$ cat config.mk
export PLATFORM = sky130hd
export DESIGN_NAME = flash_status_gen
export DESIGN_NICKNAME = d
export VERILOG_FILES = /design/src/rtl/flash_status_pkg.sv /design/src/rtl/fsc_op_tracker.sv /design/src/rtl/fsc_fault_flag.sv /design/src/rtl/fsc_read_path.sv /design/src/rtl/flash_status_gen.sv
export SDC_FILE = /design/constraint.sdc
export NUM_CORES = 1
export LEC_CHECK = 0
export BUFFER_PORTS_ARGS = -buffer_cell sky130_fd_sc_hd__buf_4
export CORE_ASPECT_RATIO = 0.8
export CORE_MARGIN = 1
export CORE_UTILIZATION = 39
export CTS_CLUSTER_SIZE = 40
export DETAILED_ROUTE_END_ITERATION = 8
export PLACE_DENSITY = 0.66
export SLEW_MARGIN = 30
export SYNTH_ARGS = -nofsm -noshare
export SYNTH_HDL_FRONTEND = slang
export SYNTH_SLANG_ARGS = --single-unit
$ cat constraint.sdc
create_clock -name clk -period 3.4 [get_ports clk]
set_input_delay 0.34 -clock clk [delete_from_list [all_inputs] [get_ports clk]]
set_output_delay 0.34 -clock clk [all_outputs]
set_load 0.05 [all_outputs]
$ cat src/rtl/flash_status_pkg.sv
package flash_status_pkg;
  localparam int BYTE_W = 8;

  // bit positions inside the status byte; the host's polling code decodes these
  localparam int POLL_BIT   = 7;
  localparam int FLIP_BIT   = 6;
  localparam int FAULT_BIT  = 5;
  localparam int WINDOW_BIT = 3;

  typedef enum logic [1:0] {
    KIND_PROG  = 2'd0,
    KIND_ERASE = 2'd1,
    KIND_SHAM  = 2'd2
  } op_kind_t;
endpackage

$ cat src/rtl/fsc_op_tracker.sv
module fsc_op_tracker
  import flash_status_pkg::*;
#(
  parameter int FAKE_CYCLES = 16
) (
  input  logic     clk,
  input  logic     rst,
  input  logic     start_i,
  input  logic     erase_i,
  input  logic     protected_i,
  input  logic     done_i,
  input  logic     prog_msb_i,
  output logic     busy_o,
  output op_kind_t kind_o,
  output logic     poll_bit_o,
  output logic     accept_o
);
  localparam int CW = $clog2(FAKE_CYCLES + 1);

  logic [CW-1:0] sham_cnt;

  // a protected program target is dropped; a protected erase runs a sham interval
  assign accept_o = start_i && !busy_o && (erase_i || !protected_i);

  always_ff @(posedge clk) begin
    if (rst) begin
      busy_o     <= 1'b0;
      kind_o     <= KIND_PROG;
      poll_bit_o <= 1'b0;
      sham_cnt   <= '0;
    end else if (accept_o) begin
      busy_o     <= 1'b1;
      poll_bit_o <= ~prog_msb_i;
      sham_cnt   <= CW'(FAKE_CYCLES - 1);
      if (!erase_i)         kind_o <= KIND_PROG;
      else if (protected_i) kind_o <= KIND_SHAM;
      else                  kind_o <= KIND_ERASE;
    end else if (busy_o) begin
      if (kind_o == KIND_SHAM) begin
        if (sham_cnt == '0) busy_o <= 1'b0;
        else                sham_cnt <= sham_cnt - 1'b1;
      end else if (done_i) begin
        busy_o <= 1'b0;
      end
    end
  end
endmodule

$ cat src/rtl/fsc_fault_flag.sv
module fsc_fault_flag (
  input  logic clk,
  input  logic rst,
  input  logic busy_i,
  input  logic fail_i,
  input  logic clr_i,
  output logic fault_o
);
  // a failure report in the same cycle as a clear wins
  always_ff @(posedge clk) begin
    if (rst)                  fault_o <= 1'b0;
    else if (fail_i && busy_i) fault_o <= 1'b1;
    else if (clr_i)           fault_o <= 1'b0;
  end
endmodule

$ cat src/rtl/fsc_read_path.sv
module fsc_read_path
  import flash_status_pkg::*;
(
  input  logic              clk,
  input  logic              rst,
  input  logic              rd_i,
  input  logic              busy_i,
  input  logic              restart_i,
  input  op_kind_t          kind_i,
  input  logic              poll_bit_i,
  input  logic              fault_i,
  input  logic              window_open_i,
  input  logic              susp_ack_i,
  input  logic [BYTE_W-1:0] array_data_i,
  output logic [BYTE_W-1:0] status_o
);
  logic              flip_q;
  logic [BYTE_W-1:0] busy_byte;

  always_comb begin
    busy_byte             = '0;
    busy_byte[FLIP_BIT]   = flip_q;
    busy_byte[FAULT_BIT]  = fault_i;
    if (kind_i == KIND_PROG) begin
      busy_byte[POLL_BIT]   = poll_bit_i;
      busy_byte[WINDOW_BIT] = 1'b0;
    end else begin
      busy_byte[POLL_BIT]   = 1'b0;
      busy_byte[WINDOW_BIT] = ~window_open_i;
    end
  end

  always_ff @(posedge clk) begin
    if (rst) begin
      flip_q   <= 1'b0;
      status_o <= '0;
    end else begin
      if (restart_i)
        flip_q <= 1'b0;
      else if (rd_i && busy_i && !susp_ack_i)
        flip_q <= ~flip_q;
      if (rd_i)
        status_o <= busy_i ? busy_byte : array_data_i;
    end
  end
endmodule

$ cat src/rtl/flash_status_gen.sv
module flash_status_gen
  import flash_status_pkg::*;
#(
  parameter int FAKE_CYCLES = 16
) (
  input  logic       clk,
  input  logic       rst,
  input  logic       start_i,
  input  logic       start_erase_i,
  input  logic       protected_i,
  input  logic [7:0] prog_data_i,
  input  logic       done_i,
  input  logic       fail_i,
  input  logic       clr_err_i,
  input  logic       rd_i,
  input  logic       window_open_i,
  input  logic       susp_ack_i,
  input  logic [7:0] array_data_i,
  output logic [7:0] status_o,
  output logic       busy_o
);
  op_kind_t kind;
  logic     poll_bit;
  logic     accept;
  logic     fault;

  fsc_op_tracker #(.FAKE_CYCLES(FAKE_CYCLES)) u_track (
    .clk        (clk),
    .rst        (rst),
    .start_i    (start_i),
    .erase_i    (start_erase_i),
    .protected_i(protected_i),
    .done_i     (done_i),
    .prog_msb_i (prog_data_i[BYTE_W-1]),
    .busy_o     (busy_o),
    .kind_o     (kind),
    .poll_bit_o (poll_bit),
    .accept_o   (accept)
  );

  fsc_fault_flag u_fault (
    .clk    (clk),
    .rst    (rst),
    .busy_i (busy_o),
    .fail_i (fail_i),
    .clr_i  (clr_err_i),
    .fault_o(fault)
  );

  fsc_read_path u_read (
    .clk          (clk),
    .rst          (rst),
    .rd_i         (rd_i),
    .busy_i       (busy_o),
    .restart_i    (accept),
    .kind_i       (kind),
    .poll_bit_i   (poll_bit),
    .fault_i      (fault),
    .window_open_i(window_open_i),
    .susp_ack_i   (susp_ack_i),
    .array_data_i (array_data_i),
    .status_o     (status_o)
  );
endmodule

[After elaboration in Yosys (flattened, before gate mapping)]
Cells that the tools add are included.
Storage, ports and cells
  bits in read-only memories: 0
  bits in latches: 0
  memory bits (writable): 0
  word-level logic and storage cells: 48
  flip-flop bits (word level): 19
  memories kept: 0
  input bits: 27
Operators by class
  div/mod/pow operators: 0
  bitwise operators: 4
  equal/unequal tests: 2
  add/subtract/negate cells: 1
  $lt $le $gt $ge: 0
  $mul: 0
  shift operators: 0
  reduce and logical (&&, ||, !) cells: 17
  mux-type cells: 16
Operator list (count)
  two-way mux 4 bit: 4
  two-way mux 1 bit: 9
  two-way mux 8 bit: 1
  AND reduction 3 bit: 2
  nonzero test 2 bit: 3
  logical AND 1 bit: 5
  logical NOT 5 bit: 1
  subtractor 5 x 1 -> 5 bit (second input constant): 1
  two-way mux 2 bit: 2
  inverter 1 bit: 4
  logical NOT 1 bit: 3
  == test 2 bit (second input constant): 1
  logical NOT 2 bit: 1
  != test 2 bit (second input constant): 1
  OR reduction 2 bit: 1
  logical OR 1 bit: 1

[Longest topological paths before layout]
Gate-level depths: netlist of run 1.
  depth after elaboration: 5
  gate-level depth with buffers: 6
  mapped depth without buffers: 6

[Cells and area by module]
Synthesis of run 1 repeated with hierarchy kept, for this count alone.
Unflattened totals
  cells, all modules: 94
  area, all modules: 883.3 µm²
Modules (own cells, without submodules)
  fsc_op_tracker: area an instance 455.4 µm², times used 1, cells an instance 47, seq. area each 180.2 µm²
  fsc_read_path: area an instance 389.1 µm², times used 1, cells an instance 43, seq. area each 180.2 µm²
  fsc_fault_flag: area an instance 38.8 µm², times used 1, cells an instance 4, seq. area each 20.0 µm²

[Worst setup path before layout of run 1]
OpenSTA, ideal clock, no wires.
  path type: register -> register
  from: reg u_track.busy_o
  to: reg u_track.sham_cnt[4]
  setup time: 0.080 ns
  data required time: 3.320 ns
  slack: 1.716 ns
  arrival: 1.604 ns
  buffers on the path: 1
  clock period less this slack: 1.684 ns
  cell stages (with the launch flop): 5
  cells stage by stage: dfxtp_1 -> buf_6 -> nand3b_4 -> or4_4 -> a211oi_2
On the way
  cells in the longest elaborated chain, start to end: 4
  elaborated cells on any way between the ends: 5
  classes of those cells: reduce/logical: 5
Ends and longest elaborated chain
  from (decl): line fsc_op_tracker.sv:13  | output logic busy_o,
  from (signal assigned): line fsc_op_tracker.sv:27  | busy_o <= 1'b0;
  from (signal assigned): line fsc_op_tracker.sv:32  | busy_o <= 1'b1;
  from (signal assigned): line fsc_op_tracker.sv:40  | if (sham_cnt == '0) busy_o <= 1'b0;
  logical NOT 1 bit: line fsc_op_tracker.sv:23  | assign accept_o = start_i && !busy_o && (erase_i || !protected_i);
  logical AND 1 bit (2 in series): line fsc_op_tracker.sv:23
  OR reduction 2 bit (no source line)
  to (signal assigned): line fsc_op_tracker.sv:34  | sham_cnt <= CW'(FAKE_CYCLES - 1);
  to (signal assigned): line fsc_op_tracker.sv:41  | else sham_cnt <= sham_cnt - 1'b1;
  to (decl): line fsc_op_tracker.sv:20  | logic [CW-1:0] sham_cnt;
Several ways; a longest one is shown, not always the timed one.
A chain may end at the register's enable or synchronous reset.

[Worst setup path in the final report of run 1]
  from: reg u_track.busy_o
  to: reg u_track.sham_cnt[2]
On the way
  cells in the longest elaborated chain, start to end: 5
  elaborated cells on any way between the ends: 8
  classes of those cells: eq/ne: 1; mux: 1; reduce/logical: 6
Ends and longest elaborated chain (line)
  logical NOT 1 bit: fsc_op_tracker.sv:23
  logical AND 1 bit (2 in series): fsc_op_tracker.sv:23
  != test 2 bit (no source line) / nonzero test 2 bit (equally long branches)
  AND reduction 3 bit (no source line)
Several ways; a longest one is shown, not always the timed one.

==> results of run 1 <==
==> logic make-up (layout without fill, tap and decap cells) <==
| logic type | after synthesis | in the layout | share of synthesized area [%] |
|---|---|---|---|
| AO/OA/AOI/OAI | 22 | 22 | 17.10 |
| XOR/XNOR | 2 | 2 | 2.029 |
| adder cells (fa/ha/maj) | 2 | 2 | 2.898 |
| buffers and inverters | 7 | 35 | 3.913 |
| flip-flops | 19 | 19 | 44.06 |
| multiplexers | 4 | 4 | 4.638 |
| AND/OR/NAND/NOR | 39 | 39 | 25.36 |
==> metal layers <==
metal	wire length, um	part of all wire [%]	GRT usage, %
met1	908	52	23.50
met2	714	41	23.61
met3	116	6.6	7.216
met4	13	0.74	5.128
met5	0	0	0
==> sequential cells by signal, summed over array words and instances (netlist names) <==
| name | flops |
|---|---|
| u_track.busy_o | 1 |
| u_fault.fault_o | 1 |
| u_track.sham_cnt | 5 |
| u_read.status_o | 8 |
| u_track.kind_o | 2 |
| u_track.poll_bit_o | 1 |
| u_read.flip_q | 1 |
==> through the flow <==
step                power (W)  util (%)  hold slack [ns]
detailed placement  0.0003653     54.61           0.4665
finish              0.0004703     55.94           0.2139
floorplan           0.0003276         -           0.4356
global placement    0.0003623     54.61           0.4532
global route        0.0005016     55.94           0.1825
CTS                 0.0004770     55.94           0.2006
==> worst register-to-register path: stages, from the launching register on <==
cell,delay (ns)
dfxtp_1,0.65
and2b_1,0.28
o21a_1,0.22
a211oi_1,0.26
a311oi_1,0.07
==> worst paths after layout <==
| path | slack [ns] | from | end |
|---|---|---|---|
| max | 1.80 | u_track.busy_o$_SDFF_PP0_ | u_track.sham_cnt[2]$_SDFFE_PP0P_ |
| max reg2reg | 1.80 | u_track.busy_o$_SDFF_PP0_ | u_track.sham_cnt[2]$_SDFFE_PP0P_ |
| min reg2reg | 0.47 | u_fault.fault_o$_SDFFE_PP0P_ | u_fault.fault_o$_SDFFE_PP0P_ |
| min | 0.21 | prog_data_i[7] | u_track.poll_bit_o$_SDFFE_PP0P_ |
==> placed cells by master, fill, tap and decap left out, drive strengths merged, types with 2 or more instances in the layout <==
cell	instances
buf	28
dfxtp	19
nor2	16
a21oi	8
a211oi	8
nor2b	5
nor3	5
mux2i	4
clkbuf	4
inv	3
nand2	3
and2b	2
o21ai	2
nand2b	2
a311oi	2
xnor2	2
ha	2
==> final cells by class <==
type                       count  area share (%)
clock buffer                   4           2.373
tap                           24           2.712
timing repair buffer          28           18.98
sequential                    19           34.35
multi-input combinational     69           40.57
inverter                       3           1.017
==> where the power goes <==
part / switching [W] / total [W] / internal (W) / leakage (nW)
sequential: 0.0000140 / 0.000251 / 0.000237 / 0.157
combinational: 0.0000605 / 0.000109 / 0.0000481 / 0.310
clock: 0.0000648 / 0.000110 / 0.0000457 / 0.0150
total: 0.000139 / 0.000470 / 0.000331 / 0.481
==> results.ini, run 1 <==
[layout]
num-nets-final = 153
regArea_um2 = 380.4
final_cells = 147
multiInputGateArea_um2 = 449.2
diodes = 0
fill_cells = 194
drive_gt1_share_pct = 28.46
stdcell_area_mm2 = 0.001107
syn_to_final_growth_pct = 28.26

[sta]
finalHoldViolCount = 0
fmax_ghz = 0.6247
fin_crit_ns = 1.601
tightestPinTransition_ns = 0.5039
skew_ns = 0.002192
relSlewSlack_pct = 66.36
rsz0062_at_grt = false
timing.final.ws_setup_ns = 1.799
setup_viol = 0
maxSlewViolCount = 0
finalCritPeriodShare_pct = 47.08
setup_tns_ns = 0

[route]
first_iter_violations = 17
wl_per_cell_um = 11.93
dr.pass1.iters = 4
vias = 738
drc = 0
final_antenna_net_count = 0
wirelength_mm = 1.753
viasPerCell = 5.020

[synth]
syn_avg_cell_area_um2 = 9.088
yosysUniqueCellTypes = 27
synth_warnings = 0
synthMostInstantiatedCell = dfxtp_1
ys_async_sr_fraction_pct = 0
synth-seq-cells = 19
yosys.area.top_type = dfxtp_1
netlist_top_cells_area = dfxtp_1 (44%), nor2_1 (7.0%), a211oi_1 (6.1%), a21oi_1 (4.6%), mux2i_1 (4.6%)
ys.flop_type = dfxtp_1
ys_top_cells_by_count = dfxtp_1 (19), nor2_1 (16), a21oi_1 (8)
syn_area_um2 = 863.3
yosys.area.top_type_share_pct = 44.06
synth_edf_count = 0
syn-instance-count = 95
syn_nets = 124
seq_area_frac_synth_pct = 44.06

[clock_network]
clock_sinks = 19
cts_max_path_buffers = 2
clk_pin_slew_ns = 0.10
tritoncts = built
cts.repair.resized = 0
clock-root-buffer = clkbuf_4
hold_buffers = 0
numCtsBuffers = 3
clkLatencyLatePin_ns = 0.29
postCtsSetupBuffers = 0
cts_max_level = 1

[worst_setup_path]
cp_slowest_cell = dfxtp_1
start_kind = register
path_depth = 4
reg2reg_depth = 4
worstPathRequired_ns = 3.57
cpLargestDelayFamily = flip-flops
critPathArrivalTime_ns = 1.78
end_kind = register
worstPathMaxFanout = 12
crit_buf_inv = 0
critical_path.cell_chain = and2b_1 > o21a_1 > a211oi_1 > a311oi_1
max_stage_delay_ns = 0.65
crit_type = reg2reg

[global_routing]
grt_pass1_wl_mm = 2.856
grt_use_total_pct = 16.94
grt_pass1_vias = 649
grt_max_degree = 20
grt_overflow = 0
antenna_found_initial = 0

[floorplanning]
pin_count = 36
die-area_mm2 = 0.002407
initial_utilization_pct = 43.62
dieHeight_um = 44.08
coreArea_mm2 = 0.001979
rows = 14
die_w_um = 54.61

[status]
outcome = finished, final reports clean

[run]
maxCapViolCount = 0

[placed_design]
port_buffers = 28
routabilityCongestion = 0.7956
dp.cells = 143
place_ws_ns = 1.815
dp_hpwl_mm = 1.276
placed_area_mm2 = 0.001081

[worst_hold_path]
worstHoldPathCells = 2
holdCritPathClass = in2reg

[power_and_ir_drop]
power.density_mw_per_mm2 = 424.7
power.leakage_nw = 0.4814
vdd_drop_max_uv = 320.2

(Power assumes the default switching activity.)
==> inputs of run 2 (changes only) <==
==> constraint.sdc (replaced) <==
create_clock -name clk -period 1.59 [get_ports clk]
set_input_delay 0.159 -clock clk [delete_from_list [all_inputs] [get_ports clk]]
set_output_delay 0.159 -clock clk [all_outputs]
set_load 0.05 [all_outputs]
==> results.ini, run 2 (synthesis results as in run 1) <==
[sta]
rsz0062_at_grt = false
finalCritPeriodShare_pct = 92.87  ; +46 points
relSlewSlack_pct = 78.26  ; +12 points
tightestPinTransition_ns = 0.3261  ; -0.1778 ns
setup_tns_ns = 0  ; unchanged
fin_crit_ns = 1.477  ; -0.1242 ns
finalHoldViolCount = 0  ; unchanged
skew_ns = 0.002069  ; -0.0001228 ns
maxSlewViolCount = 0  ; unchanged
fmax_ghz = 0.6772  ; +8.4%
setup_viol = 0  ; unchanged
holdWs_ns = 0.03509  ; -0.1788 ns

[status]
outcome = finished, final reports clean

[worst_setup_path]
critical_path.cell_chain = inv_1 > ha_1 > or4_4 > a211oi_2
critPathArrivalTime_ns = 1.69  ; -0.09 ns
crit_type = reg2reg
worstPathRequired_ns = 1.81  ; -1.76 ns
cpLargestDelayFamily = simple AND/OR/NAND/NOR gates
end_kind = register
r2r_setup_slack_ns = 0.11  ; -1.69 ns
worstPathMaxFanout = 4  ; -8
start_kind = register
cp_slowest_cell = or4_4
max_stage_delay_ns = 0.51  ; -0.14 ns
crit_buf_inv = 1  ; +1

[layout]
final_common_cell = buf_4
diodes = 0  ; unchanged
syn_to_final_growth_pct = 30.58
stdcell_area_mm2 = 0.001127  ; +1.8%
utilization_pct = 56.95  ; +1.0 points
largestRegisters = u_read.status_o x8, u_track.sham_cnt x5, u_track.kind_o x2
fill_cells = 192  ; -1.0%
final_cell_mix = buf_4 (29), dfxtp_1 (18), nor2_1 (15), a21oi_1 (8), a211oi_1 (7)
max_flop_register = u_read.status_o
final_cells = 148  ; +0.68%
drive_gt1_share_pct = 30.65  ; +2.2 points
num-nets-final = 154  ; +0.65%
largest_reg_flops = 8  ; unchanged

[global_routing]
grt_max_degree = 20  ; unchanged
grt_use_total_pct = 16.89  ; -0.047 points
grt_pass1_wl_mm = 2.835  ; -0.74%
grt_overflow = 0  ; unchanged
grt_pass1_vias = 676  ; +4.2%
antenna_found_initial = 0  ; unchanged

[route]
final_antenna_net_count = 0  ; unchanged
wirelength_mm = 1.708  ; -2.6%
dr.pass1.iters = 4  ; unchanged
first_iter_violations = 25  ; +8
wl_per_cell_um = 11.54  ; -3.2%
vias = 746  ; +1.1%
drc = 0  ; unchanged
viasPerCell = 5.041  ; +0.40%

[worst_hold_path]
holdCritPathClass = in2reg

[power_and_ir_drop]
power.leakage_nw = 0.4929  ; +2.4%
vdd_drop_max_uv = 757.5  ; +140%
power.density_mw_per_mm2 = 896.5  ; +110%

[clock_network]
postCtsSetupBuffers = 0  ; unchanged
tritoncts = built
clock-root-buffer = clkbuf_4
cts_max_path_buffers = 2  ; unchanged
clk_pin_slew_ns = 0.10  ; about the same
clock_sinks = 19  ; unchanged
numCtsBuffers = 3  ; unchanged
cts_max_level = 1  ; unchanged
clkLatencyLatePin_ns = 0.29  ; about the same

[placed_design]
port_buffers = 28  ; unchanged
dp_hpwl_mm = 1.296  ; +1.5%
placed_area_mm2 = 0.001090  ; +0.81%
routabilityCongestion = 0.8250  ; +3.7%
dp.cells = 144  ; +0.70%

[floorplanning]
initial_utilization_pct = 43.62  ; unchanged
pin_count = 36  ; unchanged
die-area_mm2 = 0.002407  ; unchanged
die_w_um = 54.61  ; unchanged
dieHeight_um = 44.08  ; unchanged
coreArea_mm2 = 0.001979  ; unchanged
rows = 14  ; unchanged

[run]
maxCapViolCount = 0  ; unchanged

[run 2: cell types whose count changed in the layout (fill, tap and decap cells not counted), sizes merged]
cell,before,now
buf,28,29
[run 2: final cells by class]
class                           count  area [um2]  share of cell area (%)
Multi-Input combinational cell     69       460.4                   40.84
Tap cell                           24       30.03                   2.664
Inverter                            3       11.26                  0.9989
Clock buffer                        4       26.28                   2.331
Sequential cell                    19       381.6                   33.85
Timing Repair Buffer               29       217.7                   19.31
[run 2: layer usage]
layer / up-vias / wire length (um) / GRT usage (%)
met5: - / 0 / 0
met4: 0 / 13 / 4.615
met3: 2 / 100 / 7.216
met2: 20 / 716 / 26.02
met1: 330 / 877 / 21.46
li1: 394 / - / -
[run 2: stage by stage]
stage,setup slack (ns),total power (W)
final,0.1134,0.001011
after global routing,0.03147,0.001080
after CTS,0.09360,0.001023
after detailed placement,-0.003173,0.0007835
after global placement,0.07945,0.0007789
after floorplan,0.08534,0.0007010
[run 2: worst reg2reg max path: cells and delay by family (launching register included)]
| kind | cells | cell delay [ns] |
|---|---|---|
| AOI/OAI and AO/OA | 1 | 0.21 |
| adders and majority gates | 1 | 0.22 |
| buffers and inverters | 1 | 0.08 |
| DFF | 1 | 0.38 |
| and+or+nand+nor | 1 | 0.51 |
[run 2: repair_timing]
item	CTS	global route
setup endpoints to repair	1	1
pin swaps	0	0
gates resized for setup	1	1
hold endpoints to repair	0	0
hold buffers	0	0
[run 2: final timing paths]
kind | startpoint | endpoint | cells after the start
setup / recovery | u_track.sham_cnt[0]$_SDFFE_PP0P_ | u_track.sham_cnt[4]$_SDFFE_PP0P_ | 4
setup reg to reg | u_track.sham_cnt[0]$_SDFFE_PP0P_ | u_track.sham_cnt[4]$_SDFFE_PP0P_ | 4
hold reg to reg | u_fault.fault_o$_SDFFE_PP0P_ | u_fault.fault_o$_SDFFE_PP0P_ | 2
hold / removal | prog_data_i[7] | u_track.poll_bit_o$_SDFFE_PP0P_ | 2
[run 2: power by group]
part           switching, W  internal (W)  total (W)
sequential        0.0000284      0.000508   0.000536
combinational      0.000133      0.000110   0.000243
clock              0.000134     0.0000974   0.000232
==> inputs of run 3 (changes only) <==
--- a/config.mk
+++ b/config.mk
@@ -11,7 +11,7 @@
 export CORE_UTILIZATION = 39
 export CTS_CLUSTER_SIZE = 40
 export DETAILED_ROUTE_END_ITERATION = 8
-export PLACE_DENSITY = 0.66
+export PLACE_DENSITY = 0.67
 export SLEW_MARGIN = 30
 export SYNTH_ARGS = -nofsm -noshare
 export SYNTH_HDL_FRONTEND = slang
==> results.ini, run 3 (synthesis results as in run 1) <==
[layout]
final_cells = 150  ; +1.4%
syn_to_final_growth_pct = 32.75
final_common_cell = buf_4
diodes = 0  ; unchanged
final_cell_mix = buf_4 (30), dfxtp_1 (17), nor2_1 (15), a21oi_1 (8), a211oi_1 (7)
largestRegisters = u_read.status_o x8, u_track.sham_cnt x5, u_track.kind_o x2
stdcell_area_mm2 = 0.001146  ; +1.7%
largest_reg_flops = 8  ; unchanged
num-nets-final = 156  ; +1.3%
drive_gt1_share_pct = 31.75  ; +1.1 points
max_flop_register = u_read.status_o

[clock_network]
cts_max_path_buffers = 2  ; unchanged
clock_sinks = 19  ; unchanged
tritoncts = built
cts_max_level = 1  ; unchanged
clk_pin_slew_ns = 0.10  ; about the same
numCtsBuffers = 3  ; unchanged
clock-root-buffer = clkbuf_4
clkLatencyLatePin_ns = 0.29  ; about the same

[sta]
setup_viol = 0  ; unchanged
finalCritPeriodShare_pct = 90.27  ; -2.6 points
fin_crit_ns = 1.435  ; -0.04131 ns
rsz0062_at_grt = false
relSlewSlack_pct = 80.13  ; +1.9 points
holdWs_ns = 0.09017  ; +0.05507 ns
maxSlewViolCount = 0  ; unchanged
finalHoldViolCount = 0  ; unchanged
tightestPinTransition_ns = 0.2980  ; -0.02804 ns
skew_ns = 0.001924  ; -0.0001450 ns
timing.final.ws_setup_ns = 0.1547  ; +0.04131 ns
fmax_ghz = 0.6967  ; +2.9%

[placed_design]
dp.cells = 144  ; unchanged
dp_hpwl_mm = 1.324  ; +2.2%
place_ws_ns = -0.07761  ; -0.07443 ns
placed_area_mm2 = 0.001090  ; unchanged
routabilityCongestion = 0.7853  ; -4.8%
port_buffers = 28  ; unchanged

[status]
outcome = finished, final reports clean

[worst_setup_path]
critPathArrivalTime_ns = 1.61  ; -0.08 ns
start_kind = register
r2r_setup_slack_ns = 0.15  ; +0.04 ns
worstPathMaxFanout = 4  ; unchanged
crit_type = reg2reg
worstPathRequired_ns = 1.76  ; -0.05 ns
end_kind = register

[route]
dr.pass1.iters = 4  ; unchanged
final_antenna_net_count = 0  ; unchanged
wirelength_mm = 1.787  ; +4.6%
drc = 0  ; unchanged
wl_per_cell_um = 11.91  ; +3.2%
first_iter_violations = 14  ; -44%
vias = 749  ; +0.40%
viasPerCell = 4.993  ; -0.94%

[power_and_ir_drop]
switching_share_pct = 29.84  ; +0.56 points
vdd_drop_max_uv = 681.9  ; -10%
total_power_w = 0.001023  ; +1.2%
clkPwrFrac_pct = 23.5  ; +0.6 points
p_sw_w = 0.0003051  ; +3.1%
combPwrFrac_pct = 24.1  ; about the same
p_seq_share_pct = 52.5  ; -0.5 points
power.density_mw_per_mm2 = 892.2  ; -0.48%
p_int_w = 0.0007175  ; +0.38%
power.leakage_nw = 0.5037  ; +2.2%

[floorplanning]
coreArea_mm2 = 0.001979  ; unchanged
dieHeight_um = 44.08  ; unchanged
die-area_mm2 = 0.002407  ; unchanged
die_w_um = 54.61  ; unchanged
initial_utilization_pct = 43.62  ; unchanged
pin_count = 36  ; unchanged
rows = 14  ; unchanged

[global_routing]
antenna_found_initial = 0  ; unchanged
grt_overflow = 0  ; unchanged
grt_max_degree = 20  ; unchanged
grt_pass1_wl_mm = 2.835  ; unchanged
grt_use_total_pct = 17.07  ; +0.18 points
grt_pass1_vias = 646  ; -4.4%

[worst_hold_path]
holdCritPathClass = in2reg

[run]
maxCapViolCount = 0  ; unchanged

-- run 3: cell count changes in the layout (fill, tap and decap cells not counted), sizes merged --
cell,change
buf,+1
dlygate4sd3,+1
-- run 3: cell type report --
cell class	instances	area (um2)
clock buffers	4	26.28
fillers	186	833.3
inverters	3	11.26
multi-input cells	69	460.4
flip-flops and latches	19	382.9
well taps	24	30.03
repair buffers	31	235.2
-- run 3: power groups by stage --
stage / Combinational [W] / Clock [W] / Sequential (W)
2_1_floorplan: 0.000110 / 0 / 0.000591
3_3_place_gp: 0.000235 / 0 / 0.000544
3_5_place_dp: 0.000238 / 0 / 0.000546
4_1_cts: 0.000239 / 0.000252 / 0.000535
5_1_grt: 0.000267 / 0.000279 / 0.000541
6_report: 0.000246 / 0.000240 / 0.000537
-- run 3: metal layers --
layer	vias to the layer above	global-route usage [%]	part of all wire [%]
met5	-	0	0
met4	0	8.205	1.6
met3	5	7.560	5.4
met2	21	23.61	43
met1	330	22.39	50
li1	393	-	-
-- run 3: path summary, 6_finish.rpt --
check	from	to	depth (start not counted)
setup reg to reg	u_track.sham_cnt[0]$_SDFFE_PP0P_	u_track.sham_cnt[2]$_SDFFE_PP0P_	6
hold / removal	array_data_i[2]	u_read.status_o[2]$_SDFFE_PP0P_	3
hold reg to reg	u_track.sham_cnt[0]$_SDFFE_PP0P_	u_track.sham_cnt[0]$_SDFFE_PP0P_	1
setup / recovery	u_track.sham_cnt[0]$_SDFFE_PP0P_	u_track.sham_cnt[2]$_SDFFE_PP0P_	6
-- run 3: timing repair --
action | CTS | global route
pin swaps | 0 | 2
gates resized for setup | 1 | 2
hold endpoints to repair | 0 | 1
hold buffers | 0 | 1
cloned | 0 | 0
endpoints found under the setup margin | 1 | 1
setup buffers | 0 | 1
-- run 3: per-stage QoR --
step           utilization, %  TNS [ns]
3_5_place_dp            55.06  -0.07761
4_1_cts                 56.51         0
6_report                57.90         0
3_3_place_gp            55.06         0
2_1_floorplan               -         0
5_1_grt                 57.90         0
-- run 3: worst max-delay path, cell delays in order, from the launching register on --
cell	delay, ns
dfxtp_2	0.35
inv_1	0.07
ha_1	0.18
nor4b_4	0.28
nor2_2	0.10
a211oi_1	0.25
a311oi_1	0.08
